==> src/rtl/dma_stat_pkg.sv <==
package dma_stat_pkg;
  localparam int REG_W   = 16;
  localparam int N_FLAG  = 5;
  localparam int FLAG_LO = 11;
  localparam int THR_W   = 3;
  localparam int CNT_W   = (1 << THR_W) - 1;

  localparam int F_RXERR = 0;
  localparam int F_UDF   = 1;
  localparam int F_PQRD  = 2;
  localparam int F_DQWR  = 3;
  localparam int F_TXERR = 4;

  function automatic logic [CNT_W:0] thr_count(input logic [THR_W-1:0] sel);
    logic [CNT_W:0] one;
    one = {{CNT_W{1'b0}}, 1'b1};
    return one << sel;
  endfunction

  function automatic logic [REG_W-1:0] pack_status(input logic [N_FLAG-1:0] f);
    logic [REG_W-1:0] w;
    w = '0;
    w[FLAG_LO +: N_FLAG] = f;
    return w;
  endfunction
endpackage

==> src/rtl/dsi_flag.sv <==
module dsi_flag (
  input  logic clk,
  input  logic rst_n,
  input  logic set_i,
  input  logic clr_i,
  output logic q
);
  always_ff @(posedge clk or negedge rst_n) begin
    if (!rst_n) q <= 1'b0;
    else        q <= set_i | (q & ~clr_i);
  end

  a_r3_set_sticks: assert property (@(posedge clk) disable iff (!rst_n)
    set_i |=> q);
  a_r7_read_clears: assert property (@(posedge clk) disable iff (!rst_n)
    (clr_i && !set_i) |=> !q);
  a_r7_holds_idle: assert property (@(posedge clk) disable iff (!rst_n)
    (!clr_i && !set_i) |=> $stable(q));
endmodule

==> src/rtl/dsi_coalesce.sv <==
module dsi_coalesce
  import dma_stat_pkg::*;
(
  input  logic             clk,
  input  logic             rst_n,
  input  logic             wr_i,
  input  logic [THR_W-1:0] thr_sel,
  output logic             fire_o
);
  logic [CNT_W-1:0] cnt;
  logic [CNT_W:0]   limit;
  logic [CNT_W:0]   next_cnt;

  assign limit    = thr_count(thr_sel);
  assign next_cnt = {1'b0, cnt} + 1'b1;
  assign fire_o   = wr_i && (next_cnt >= limit);

  always_ff @(posedge clk or negedge rst_n) begin
    if (!rst_n)      cnt <= '0;
    else if (fire_o) cnt <= '0;
    else if (wr_i)   cnt <= next_cnt[CNT_W-1:0];
  end

  a_r6_restart: assert property (@(posedge clk) disable iff (!rst_n)
    fire_o |=> (cnt == '0));
  a_r6_count_up: assert property (@(posedge clk) disable iff (!rst_n)
    (wr_i && !fire_o) |=> (cnt == $past(cnt) + 1'b1));
  a_r6_idle_hold: assert property (@(posedge clk) disable iff (!rst_n)
    !wr_i |=> $stable(cnt));
  a_r6_single_write: assert property (@(posedge clk) disable iff (!rst_n)
    (wr_i && thr_sel == '0) |-> fire_o);
endmodule

==> src/rtl/dsi_irq.sv <==
module dsi_irq
  import dma_stat_pkg::*;
(
  input  logic [N_FLAG-1:0] flags,
  input  logic [N_FLAG-1:0] mask,
  input  logic              cfg_mode,
  output logic              host_irq_n,
  output logic              local_irq_n
);
  logic any_req;

  assign any_req     = |(flags & mask);
  assign host_irq_n  = ~any_req;
  assign local_irq_n = ~(any_req & cfg_mode);

  always_comb begin
    a_r10_local_gated: assert (cfg_mode || local_irq_n);
    a_r10_local_implies_host: assert (local_irq_n || !host_irq_n);
    a_r9_no_mask_no_irq: assert ((mask != '0) || host_irq_n);
  end
endmodule

==> src/rtl/dma_stat_irq.sv <==
module dma_stat_irq
  import dma_stat_pkg::*;
#(
  parameter int N_CH = 4
) (
  input  logic              clk,
  input  logic              rst_n,
  input  logic              rx_dq_err,
  input  logic [N_CH-1:0]   tx_udf,
  input  logic              tx_pq_rd,
  input  logic              tx_dq_wr,
  input  logic              tx_dq_err,
  input  logic              rd_stb,
  input  logic [N_FLAG-1:0] irq_mask,
  input  logic [THR_W-1:0]  thr_sel,
  input  logic              cfg_mode,
  output logic [REG_W-1:0]  rd_data,
  output logic              host_irq_n,
  output logic              local_irq_n
);
  logic              ev_udf_any;
  logic              ev_dq_fire;
  logic [N_FLAG-1:0] ev_set;
  logic [N_FLAG-1:0] flags;

  assign ev_udf_any = |tx_udf;

  dsi_coalesce u_coal (
    .clk     (clk),
    .rst_n   (rst_n),
    .wr_i    (tx_dq_wr),
    .thr_sel (thr_sel),
    .fire_o  (ev_dq_fire)
  );

  always_comb begin
    ev_set          = '0;
    ev_set[F_RXERR] = rx_dq_err;
    ev_set[F_UDF]   = ev_udf_any;
    ev_set[F_PQRD]  = tx_pq_rd;
    ev_set[F_DQWR]  = ev_dq_fire;
    ev_set[F_TXERR] = tx_dq_err;
  end

  for (genvar k = 0; k < N_FLAG; k++) begin : g_flag
    dsi_flag u_flag (
      .clk   (clk),
      .rst_n (rst_n),
      .set_i (ev_set[k]),
      .clr_i (rd_stb),
      .q     (flags[k])
    );
  end

  assign rd_data = pack_status(flags);

  dsi_irq u_irq (
    .flags       (flags),
    .mask        (irq_mask),
    .cfg_mode    (cfg_mode),
    .host_irq_n  (host_irq_n),
    .local_irq_n (local_irq_n)
  );

  a_r2_low_bits_zero: assert property (@(posedge clk) disable iff (!rst_n)
    rd_data[FLAG_LO-1:0] == '0);
  a_r4_any_channel: assert property (@(posedge clk) disable iff (!rst_n)
    (tx_udf != '0) |=> rd_data[FLAG_LO+F_UDF]);
  a_r8_event_wins: assert property (@(posedge clk) disable iff (!rst_n)
    (rd_stb && tx_pq_rd) |=> rd_data[FLAG_LO+F_PQRD]);
  a_r5_pq_sets: assert property (@(posedge clk) disable iff (!rst_n)
    tx_pq_rd |=> rd_data[FLAG_LO+F_PQRD]);
endmodule

==> config.mk <==
export PLATFORM = sky130hd
export DESIGN_NAME = dma_stat_irq
export DESIGN_NICKNAME = d
export VERILOG_FILES = /design/src/rtl/dma_stat_pkg.sv /design/src/rtl/dsi_flag.sv /design/src/rtl/dsi_coalesce.sv /design/src/rtl/dsi_irq.sv /design/src/rtl/dma_stat_irq.sv
export SDC_FILE = /design/constraint.sdc
export NUM_CORES = 1
export LEC_CHECK = 0
export CAP_MARGIN = 10
export CORE_AREA = 5 5 50 63
export CTS_CLUSTER_DIAMETER = 150
export DETAILED_ROUTE_END_ITERATION = 7
export DIE_AREA = 0 0 55 68
export HOLD_SLACK_MARGIN = 0.12
export PLACE_DENSITY = 0.79
export SYNTH_ARGS = -nofsm -noshare
export SYNTH_HDL_FRONTEND = slang
export SYNTH_SLANG_ARGS = --single-unit
export TNS_END_PERCENT = 50
==> constraint.sdc <==
create_clock -name clk -period 2.3 [get_ports clk]
set_input_delay 0.69 -clock clk [delete_from_list [all_inputs] [get_ports clk]]
set_output_delay 0.69 -clock clk [all_outputs]
set_load 0.01 [all_outputs]
After elaboration in Yosys (flattened, before gate mapping)
Index checks and enable logic that the tools add are counted.
{"block": "totals", "regBits": 12, "inputBits": 20, "out_inout_bits": 18, "word_cells": 30}
{"block": "classes", "add_sub_neg": 1, "n_lt_le_gt_ge": 1, "shifts": 1, "muxes": 2, "n_bitwise": 15, "reduce_logical": 4}
{"cell": "7-bit 2-to-1 mux", "n": 2}
{"cell": "7-bit by 1-bit adder with 8-bit output, second input constant", "n": 1}
{"cell": "8-bit greater-or-equal comparator", "n": 1}
{"cell": "1-bit by 3-bit << shifter with 8-bit output, first input constant", "n": 1}
{"cell": "1-bit bitwise AND", "n": 6}
{"cell": "5-bit bitwise AND", "n": 1}
{"cell": "1-bit bitwise OR", "n": 5}
{"cell": "5-bit OR reduction", "n": 1}
{"cell": "4-bit OR reduction", "n": 1}
{"cell": "1-bit inverter", "n": 3}
{"cell": "2-bit nonzero test", "n": 1}
{"cell": "1-bit logical AND", "n": 1}

Logic depth before layout (Yosys ltp)
Gate-level depths: netlist of run 1.
{"block": "depth", "ltp_word": 4, "ltp_mapped": 9, "mapped_depth_nobuf": 9}

By module
Synthesis of run 1 repeated with hierarchy kept, for this count alone.
{"block": "unflattened", "hier_cells": 104, "hier_area_um2": 948.4}
{"mod": "dsi_coalesce", "instances": 1, "cells_each": 72, "area_per_inst_um2": 639.4, "seq_area_each_um2": 175.2}
{"mod": "dsi_flag", "instances": 5, "cells_each": 3, "area_per_inst_um2": 36.3, "seq_area_each_um2": 25.0}
{"mod": "dma_stat_irq", "instances": 1, "cells_each": 13, "area_per_inst_um2": 93.8, "seq_area_each_um2": 0.0}
{"mod": "dsi_irq", "instances": 1, "cells_each": 4, "area_per_inst_um2": 33.8, "seq_area_each_um2": 0.0}

Worst setup path after synthesis of run 1
OpenSTA, ideal clock, no wires.
{"block": "synth_timing", "path_type": "input -> register", "from": "in thr_sel[0]", "to": "reg u_coal.cnt[5]", "setup_ns": 0.137, "arrival_ns": 2.214, "required_ns": 2.163, "path_slack_ns": -0.052, "cell_stages": 7, "path_buffers": 0, "path_cell_list": "or3b_2 > ha_1 > and3_1 > o21ai_1 > a311o_1 > nand2b_4 > o221ai_1"}
{"block": "synth_between", "elab_chain_cells": 4, "elab_cells_between_ends": 5, "cone_classes": "order compare (1); shift (1); mux (1); reduce/logical (2)"}
{"item": "start: declaration", "line": "dma_stat_irq.sv:15", "rtl": "input logic [THR_W-1:0] thr_sel,"}
{"item": "1-bit by 3-bit << shifter with 8-bit output *", "line": "dma_stat_pkg.sv:17", "rtl": "return one << sel;"}
{"item": "8-bit greater-or-equal comparator *", "line": "dsi_coalesce.sv:16", "rtl": "assign fire_o = wr_i && (next_cnt >= limit);"}
{"item": "1-bit logical AND *", "line": "dsi_coalesce.sv:16"}
{"item": "7-bit 2-to-1 mux / 2-bit nonzero test (equally long branches)"}
{"item": "end signal: assignment", "line": "dsi_coalesce.sv:21", "rtl": "else if (wr_i) cnt <= next_cnt[CNT_W-1:0];"}
{"item": "end: declaration", "line": "dsi_coalesce.sv:10", "rtl": "logic [CNT_W-1:0] cnt;"}
Every way passes the cells marked *; elsewhere a longest branch is shown, timed or not.
A chain may end at the register's enable or synchronous reset.

Worst setup path in the final report of run 1
{"block": "layout_timing", "from": "in irq_mask[0]", "to": "out local_irq_n"}
{"block": "layout_between", "elab_chain_cells": 4}
{"item": "start: declaration", "line": "dma_stat_irq.sv:14", "rtl": "input logic [N_FLAG-1:0] irq_mask,"}
{"item": "5-bit bitwise AND", "line": "dsi_irq.sv:12", "rtl": "assign any_req = |(flags & mask);"}
{"item": "5-bit OR reduction", "line": "dsi_irq.sv:12"}
{"item": "1-bit bitwise AND", "line": "dsi_irq.sv:14", "rtl": "assign local_irq_n = ~(any_req & cfg_mode);"}
{"item": "1-bit inverter", "line": "dsi_irq.sv:14"}
{"item": "end: declaration", "line": "dma_stat_irq.sv:19", "rtl": "output logic local_irq_n"}
Every way passes these cells.

==> results.cfg, run 1 <==
[floorplanning]
core_area_mm2 = 0.00255
start_util_pct = 37.5
fp.dieH_um = 68
die-area_mm2 = 0.00374
die_w_um = 55
placementRows = 21
io_pins = 38

[clock_network]
cts_root_buf = clkbuf_4
tritoncts = yes
cts_sinks = 12
cts_post_setup_buffers_inserted = 0
cts_buffer_depth = 2
htreeDepth = 1
numCtsBuffers = 3
clock_latency_ps = 270
path_clk_slew_ps = 70

[final_layout]
multiInputGateArea_um2 = 611
regArea_um2 = 302
drive_above_1_share_pct = 23.0
syn_to_final_growth_pct = 35.6
final_cell_area_mm2 = 0.00129
fill_cells = 245
layout.nets = 170
n_antenna_cell = 0

[timing]
final_max_slew_viol_count = 0
setup_viol = 0
rsz0062_at_grt = true
fin_ws_ps = 83.2
final_hold_viol_count = 0
worstMarginPinSlew_ps = 528
min_period_ps = 2220
finClkSkew_ps = 5.21
relSlewSlack_pct = 64.7
fin_crit_sh_pct = 96.4
fmax_mhz = 451

[critical_path]
critPathSlowestCell = a222oi_1
cp_max_fo = 2
cp_top_family = simple AND/OR/NAND/NOR gates
path_class = input pin to primary output
critPathArrivalTime_ps = 1530
startpoint_type = input pin
critPathBufInv = 2
worstPathRequired_ps = 1610
crit_chain = clkbuf_2 -> a222oi_1 -> and3_4 -> nand2b_4 -> buf_6
end_kind = primary output
critPathMaxStageDelay_ps = 300

[power]
power_frac_clock_pct = 12.8
leakage_uw = 0.000599
vdd_drop_max_uv = 398
switching_share_pct = 38.0
switchingPower_uw = 367
combPwrFrac_pct = 54.2
seq_power_share_pct = 33.0
power_density_mw_per_mm2 = 746
p_int_uw = 599

[routing]
vias_per_cell = 4.96
drt_iter0_markers = 17
post_drt_wl_per_cell_um = 12.9
antenna_left = 0
routed_wl_um = 2240
remaining_drc_errors = 0
num_vias = 858
dr.pass1.iters = 4

[yosys]
synthXorXnorAreaFrac_pct = 4.59
ys_seq_area_share_pct = 31.5
ys_types = 29
synthAdderAreaFrac_pct = 11.8
synthSimpleGateAreaFrac_pct = 21.4
synth_seq_cells = 12
yosys_warnings = 0
synth_edf_count = 0
syn_area_per_cell_um2 = 8.84
async_reset_ff_share_pct = 100
synth_mux_area_share_pct = 0
synth_top_family_by_area = simple AND/OR/NAND/NOR gates
synth-compound-area-share_pct = 14.9
synth_area_um2 = 955
synth_flop_cell = dfrtp_1
syn_inst = 108

[global_routing]
grt_max_degree = 13
grt.overflow.total = 0
antenna_found_initial = 0
grt_use_total_pct = 12.7
grt_pass1_wl_um = 3530
grt_pass1_vias = 887

[place]
place_area_mm2 = 0.00126
dp_slack_ps = -622
hpwl_um = 1880
gp_congestion = 0.688
port_buffers = 26

[run]
maxCapViolCount = 0

[status]
status = finished clean

[hold_path]
hold_path_class = register to register
-- what timing repair did --
action / CTS / global route
endpoints found under the setup margin: 10 / 10
resized for setup: 23 / 17
hold buffers: 0 / 0
pin swaps: 6 / 7
-- cells in the mapped netlist, types with 2 or more instances --
cell type	number	area share, %
nand3b_1	3	2.4
xnor2_1	4	3.7
nor3_1	3	1.6
nor4_1	2	1.3
nand2_1	14	5.5
nand2b_1	2	1.3
a21oi_1	2	1.0
a21o_1	3	2.4
o21ai_0	5	2.6
o2bb2ai_1	4	3.7
inv_1	6	2.4
and3_1	3	2.0
or3b_2	2	1.8
nor2_1	2	0.79
nand3_1	5	2.6
buf_4	16	13
ha_1	9	12
dfrtp_1	12	31
-- final timing paths --
check / start / to / slack (ps) / cells past startpoint
max reg2reg: u_coal.cnt[2]$_DFFE_PN0P_ / g_flag[3].u_flag.q$_DFF_PN0_ / 160 / 9
min reg2reg: g_flag[2].u_flag.q$_DFF_PN0_ / g_flag[2].u_flag.q$_DFF_PN0_ / 500 / 1
min in group asynchronous: rst_n / g_flag[1].u_flag.q$_DFF_PN0_ / 770 / 1
max: irq_mask[0] / local_irq_n / 80 / 5
min: g_flag[2].u_flag.q$_DFF_PN0_ / g_flag[2].u_flag.q$_DFF_PN0_ / 500 / 1
max in group asynchronous: rst_n / u_coal.cnt[2]$_DFFE_PN0P_ / 1150 / 1
-- metal layers --
layer / part of all wire [%] / wire (um) / vias up / track usage, %
met5: 0 / 0 / - / 0
met4: 0.45 / 10 / 0 / 6.99
met3: 9.7 / 217 / 2 / 2.61
met2: 53 / 1180 / 30 / 24.1
met1: 37 / 831 / 407 / 12.1
li1: - / - / 419 / -
-- layout by cell type, fill, tap and decap left out, types with 2 or more instances in the layout --
cell,instances
clkdlybuf4s50_1,16
nand2_1,14
conb_1,11
dfrtp_1,11
buf_4,9
inv_1,6
ha_1,6
nand3_1,5
clkbuf_2,5
xnor2_1,4
o21ai_0,4
o2bb2ai_1,4
nand3b_1,3
nor3_1,3
a21o_1,3
clkbuf_4,3
and3_1,2
nor2_1,2
or3b_4,2
nor4_1,2
a21oi_1,2
o21ai_1,2
nand2b_4,2
ha_4,2
buf_2,2
-- logic make-up after synthesis --
logic type                 after synthesis
and+or+nand+nor                         38
buffers and inverters                   23
AOI/OAI and AO/OA                       20
DFF                                     12
adders and majority gates                9
xor gates and xnor gates                 5
other                                    1
-- power groups by stage --
stage	registers (uW)	clock network, uW	logic [uW]
floorplan	307	0	342
detailed placement	314	0	493
global placement	313	0	461
finish	318	124	523
global route	326	140	599
CTS	312	129	502
-- registers in the layout (all words and copies together) (netlist names) --
name	flops
g_flag.u_flag.q	5
u_coal.cnt	7
-- cell type report --
type | instances | share of cell area (%)
Clock buffer | 3 | 1.74
Inverter | 6 | 1.74
Multi-Input combinational cell | 83 | 47.1
Sequential cell | 12 | 23.3
Tap cell | 34 | 3.29
Timing Repair Buffer | 35 | 22.8
-- metrics by stage --
step | hold slack, ps | utilization, % | std cells | TNS, ps | total power [uW]
after global routing | 544 | 50.8 | 173 | -29.3 | 1060
after global placement | 483 | 49.6 | 170 | -5420 | 774
after floorplan | 394 | - | 118 | 0 | 649
after detailed placement | 489 | 49.6 | 170 | -5690 | 807
final | 504 | 50.8 | 173 | 0 | 966
after CTS | 505 | 50.5 | 173 | 0 | 943
(Power assumes the default switching activity.)
==> run 2, diff against run 1 <==
CORE_AREA = 5 5 62 78   (was 5 5 50 63)
DIE_AREA = 0 0 67 83   (was 0 0 55 68)
PLACE_DENSITY = 0.56   (was 0.79)
SLEW_MARGIN = 10   (was unset)
clock period = 2.15 ns   (was 2.3 ns; I/O delays follow)
==> results.cfg, run 2 (synthesized netlist as in run 1, its figures left out) <==
[status]
status = finished clean

[power]
vdd_drop_max_uv = 291
power_density_mw_per_mm2 = 859
p_total_uw = 1210
leakage_uw = 0.000642
combPwrFrac_pct = 53.6
p_int_uw = 794
seq_power_share_pct = 26.8
switchingPower_uw = 420
switching_share_pct = 34.6
power_frac_clock_pct = 19.6

[critical_path]
cp_top_family = compound AO/OA/AOI/OAI gates
cp_max_fo = 7
end_kind = register
worstPathRequired_ps = 2270
critPathArrivalTime_ps = 2260
crit_chain = buf_6 -> or3b_4 -> ha_4 -> nor2b_4 -> o211ai_1 -> a311o_1 -> nand2b_4 -> a22o_1
startpoint_type = input pin
critPathBufInv = 1
r2r-start = u_coal.cnt[1]$_DFFE_PN0P_
reg2reg_setup_slack_ps = 90
critPathMaxStageDelay_ps = 400
path_class = input pin to register
critPathSlowestCell = or3b_4
rr_endpoint = g_flag[3].u_flag.q$_DFF_PN0_
reg2reg_depth = 10

[floorplanning]
die_w_um = 67
placementRows = 26
die-area_mm2 = 0.00556
core_area_mm2 = 0.00400
io_pins = 38
start_util_pct = 23.9
fp.dieH_um = 83

[global_routing]
grt.overflow.total = 0
grt_use_total_pct = 8.75
grt_pass1_wl_um = 3900
grt_pass1_vias = 911
grt_max_degree = 13
antenna_found_initial = 0

[routing]
route.met2.wl_um = 1220
wl_met1_um = 913
highest_layer = met4
antenna_left = 0
routed_wl_um = 2350
dr.pass1.iters = 4
post_drt_wl_per_cell_um = 11.8
wl_met3_um = 210
num_vias = 848
remaining_drc_errors = 0
drt_iter0_markers = 7
vias_per_cell = 4.24

[final_layout]
layout.nets = 174
final_cell_mix = 16 x clkdlybuf4s50_1, 14 x nand2_1, 13 x buf_4, 12 x dfrtp_1, 11 x conb_1
reg_top3 = u_coal.cnt (7), g_flag.u_flag.q (5)
drive_above_1_share_pct = 25.0
syn_to_final_growth_pct = 48.0
largest_reg_flops = 7
n_antenna_cell = 0
regMostFlops = u_coal.cnt
final_common_cell = clkdlybuf4s50_1
final_core_util_pct = 35.3
final_cells = 200

[timing]
relSlewSlack_pct = 63.4
final_max_slew_viol_count = 0
worstMarginPinSlew_ps = 548
worst_hold_slack_ps = 504
fin_crit_sh_pct = 99.5
setup_viol = 0
rsz0062_at_grt = true
finClkSkew_ps = 2.88
final_hold_viol_count = 0
min_period_ps = 2140
fmax_mhz = 467

[place]
dp_cells = 195
gp_congestion = 0.779
hpwl_um = 1980
port_buffers = 26

[hold_path]
hold_path_class = register to register
hold_end = g_flag[2].u_flag.q$_DFF_PN0_
hp-start = g_flag[2].u_flag.q$_DFF_PN0_
hold_path_depth = 1

[clock_network]
hold_buffers = 0
clock_latency_ps = 230
path_clk_slew_ps = 50
cts_buffer_depth = 2
tritoncts = yes
numCtsBuffers = 3
cts_root_buf = clkbuf_8
cts_sinks = 12
htreeDepth = 1

[run]
maxCapViolCount = 0
run 2: cell count changes in the layout (fill, tap and decap cells not counted), sizes merged:
cell / delta
buf: +8
clkbuf: -4
clkdlybuf4s15: +1
dlygate4sd2: +1
dlymetal6s2s: -1
run 2: worst max path at each step:
| stage | start | to | slack, ps | depth (start not counted) |
|---|---|---|---|---|
| detailed placement | irq_mask[0] | local_irq_n | -680 | 5 |
| finish | thr_sel[1] | g_flag[3].u_flag.q$_DFF_PN0_ | 10 | 8 |
| floorplan | thr_sel[1] | u_coal.cnt[5]$_DFFE_PN0P_ | -20 | 7 |
| CTS | thr_sel[2] | u_coal.cnt[5]$_DFFE_PN0P_ | -30 | 8 |
| global route | thr_sel[1] | u_coal.cnt[5]$_DFFE_PN0P_ | -50 | 8 |
| global placement | irq_mask[0] | local_irq_n | -670 | 5 |
run 2: through the flow:
stage	TNS, ps	worst slack [ps]	area (um^2)
2_1_floorplan	-48.0	-17.4	1030
3_3_place_gp	-6030	-669	1320
3_5_place_dp	-6340	-680	1320
4_1_cts	-92.8	-34.4	1380
5_1_grt	-247	-48.4	1410
6_report	0	10.9	1410
run 2: area by class of cell:
type                    count  area (um^2)
multi-input cells          83          626
clock buffers               4         55.1
inverters                   6         22.5
repair buffers             39          339
fillers                   426         2590
well taps                  56         70.1
flip-flops and latches     12          300
run 2: worst register-to-register path, cell delays in order, from the launching register on:
cell and delay [ps]:
dfrtp_1 400, ha_4 170, buf_4 120, nand3_1 120, xnor2_2 170, ha_1 290, nand2_1 90, o21ai_0 80
buf_4 150, nand2b_4 170, a22o_1 190
run 2: power groups by stage:
stage,registers (uW),logic [uW],clock network [uW]
global route,330,732,263
detailed placement,322,595,0
global placement,321,569,0
CTS,323,623,248
finish,325,651,238
floorplan,328,376,0
run 2: what timing repair did:
action | 4_1_cts | 5_1_grt
endpoints found under the hold margin | 0 | 0
setup endpoints to repair | 10 | 9
gates resized for setup | 37 | 4
buffers inserted | 0 | 1
pin swaps | 11 | 8
run 2: routing by layer:
layer	vias up	track usage [%]
met5	-	0
met2	29	16.4
li1	423	-
met1	394	8.79
met4	0	2.77
met3	2	2.70
==> run 3, diff against run 2 <==
GPL_TIMING_DRIVEN = 0   (was unset)
==> results.cfg, run 3 (synthesized netlist as in run 1, its figures left out) <==
[clock_network]
path_clk_slew_ps = 60
cts_root_buf = clkbuf_8
cts_sinks = 12
hold_buffers = 0
tritoncts = yes
cts_buffer_depth = 2
numCtsBuffers = 3
clock_latency_ps = 240
htreeDepth = 1

[critical_path]
rr_endpoint = g_flag[3].u_flag.q$_DFF_PN0_
end_kind = register
cp_top_family = simple AND/OR/NAND/NOR gates
critPathSlowestCell = a311o_1
critPathMaxStageDelay_ps = 430
startpoint_type = input pin
crit_chain = buf_8 -> or3b_4 -> ha_4 -> nor2b_4 -> o211ai_1 -> a311o_1 -> nand2b_4 -> o221ai_2
path_class = input pin to register
cp_max_fo = 7
crit_start = thr_sel[1]
critPathArrivalTime_ps = 2290
worstPathRequired_ps = 2270
critPathBufInv = 1
r2r-start = u_coal.cnt[0]$_DFFE_PN0P_
reg2reg_setup_slack_ps = 80
reg2reg_depth = 8

[timing]
final_max_slew_viol_count = 0
final_hold_viol_count = 0
finClkSkew_ps = 3.27
tns_ps = -21.9
min_period_ps = 2160
worst_hold_slack_ps = 508
fin_ws_ps = -14.7
fmax_mhz = 462
setup_viol = 4
fin_crit_sh_pct = 101
rsz0062_at_grt = true
relSlewSlack_pct = 63.7
worstMarginPinSlew_ps = 543

[routing]
antenna_left = 0
remaining_drc_errors = 0
vias_per_cell = 4.14
routed_wl_um = 2280
post_drt_wl_per_cell_um = 11.0
num_vias = 857
drt_iter0_markers = 20
dr.pass1.iters = 4

[power]
leakage_uw = 0.000670
vdd_drop_max_uv = 367
power_density_mw_per_mm2 = 803

[final_layout]
final_cells = 207
fill_cells = 409
final_cell_area_mm2 = 0.00146
final_common_cell = buf_4
regMostFlops = u_coal.cnt
drive_above_1_share_pct = 29.8
reg_top3 = u_coal.cnt (7), g_flag.u_flag.q (5)
layout.nets = 181
n_antenna_cell = 0
largest_reg_flops = 7
syn_to_final_growth_pct = 52.9
final_cell_mix = 20 x buf_4, 15 x clkdlybuf4s50_1, 14 x nand2_1, 11 x conb_1, 10 x dfrtp_1

[global_routing]
grt_use_total_pct = 8.72
grt_pass1_wl_um = 3900
grt_pass1_vias = 922
grt_max_degree = 13
antenna_found_initial = 0
grt.overflow.total = 0

[floorplanning]
start_util_pct = 23.9
fp.dieH_um = 83
io_pins = 38
placementRows = 26
die-area_mm2 = 0.00556
core_area_mm2 = 0.00400
die_w_um = 67

[run]
maxCapViolCount = 0

[hold_path]
hold_path_depth = 1
hold_path_class = register to register
hp-start = g_flag[2].u_flag.q$_DFF_PN0_
hold_end = g_flag[2].u_flag.q$_DFF_PN0_

[place]
dp_cells = 199
gp_congestion = 0.803
hpwl_um = 1840
place_area_mm2 = 0.00135
port_buffers = 25

[status]
violations = setup timing
status = finished, violations left
[run 3: changes by cell type in the layout (fill, tap and decap cells not counted), sizes merged]
cell / delta
buf: +7
clkbuf: +1
clkdlybuf4s50: -1
[run 3: final cells by class]
cell class	count	area, um^2	area share [%]
Buffer	17	125	8.57
Clock buffer	4	55.1	3.77
Timing Repair Buffer	29	269	18.4
Multi-Input combinational cell	83	616	42.2
Tap cell	56	70.1	4.80
Sequential cell	12	303	20.7
Inverter	6	22.5	1.54
[run 3: worst max-delay path by stage]
| stage | to | slack, ps | cells after the start |
|---|---|---|---|
| 6_report | u_coal.cnt[5]$_DFFE_PN0P_ | -10 | 8 |
| 5_1_grt | u_coal.cnt[5]$_DFFE_PN0P_ | -100 | 8 |
| 4_1_cts | u_coal.cnt[5]$_DFFE_PN0P_ | -40 | 8 |
| 3_5_place_dp | g_flag[3].u_flag.q$_DFF_PN0_ | -800 | 8 |
| 3_3_place_gp | g_flag[3].u_flag.q$_DFF_PN0_ | -740 | 8 |
| 2_1_floorplan | u_coal.cnt[5]$_DFFE_PN0P_ | -20 | 7 |
[run 3: routing by layer]
metal / wire [um] / global-route usage, % / part of all wire, %
met1: 938 / 10.0 / 41
met2: 1070 / 14.1 / 47
met3: 228 / 2.57 / 10
met4: 43 / 4.61 / 1.9
met5: 0 / 0 / 0
[run 3: what timing repair did]
action                                  4_1_cts  5_1_grt
endpoints found under the setup margin       10        9
buffers inserted                              2        2
pin swaps                                     9        7
resized for setup                            44        4
[run 3: report_power, final]
group          switching, uW  internal (uW)  total [uW]
sequential              80.8            280         361
clock                   83.7            162         245
combinational            249            316         566
[run 3: per-stage QoR]
step	total power (uW)	worst slack (ps)	utilization, %
2_1_floorplan	704	-17.4	-
3_3_place_gp	848	-744	33.7
3_5_place_dp	877	-804	33.7
4_1_cts	1170	-42.9	35.6
5_1_grt	1290	-96.7	36.5
6_report	1170	-14.7	36.5
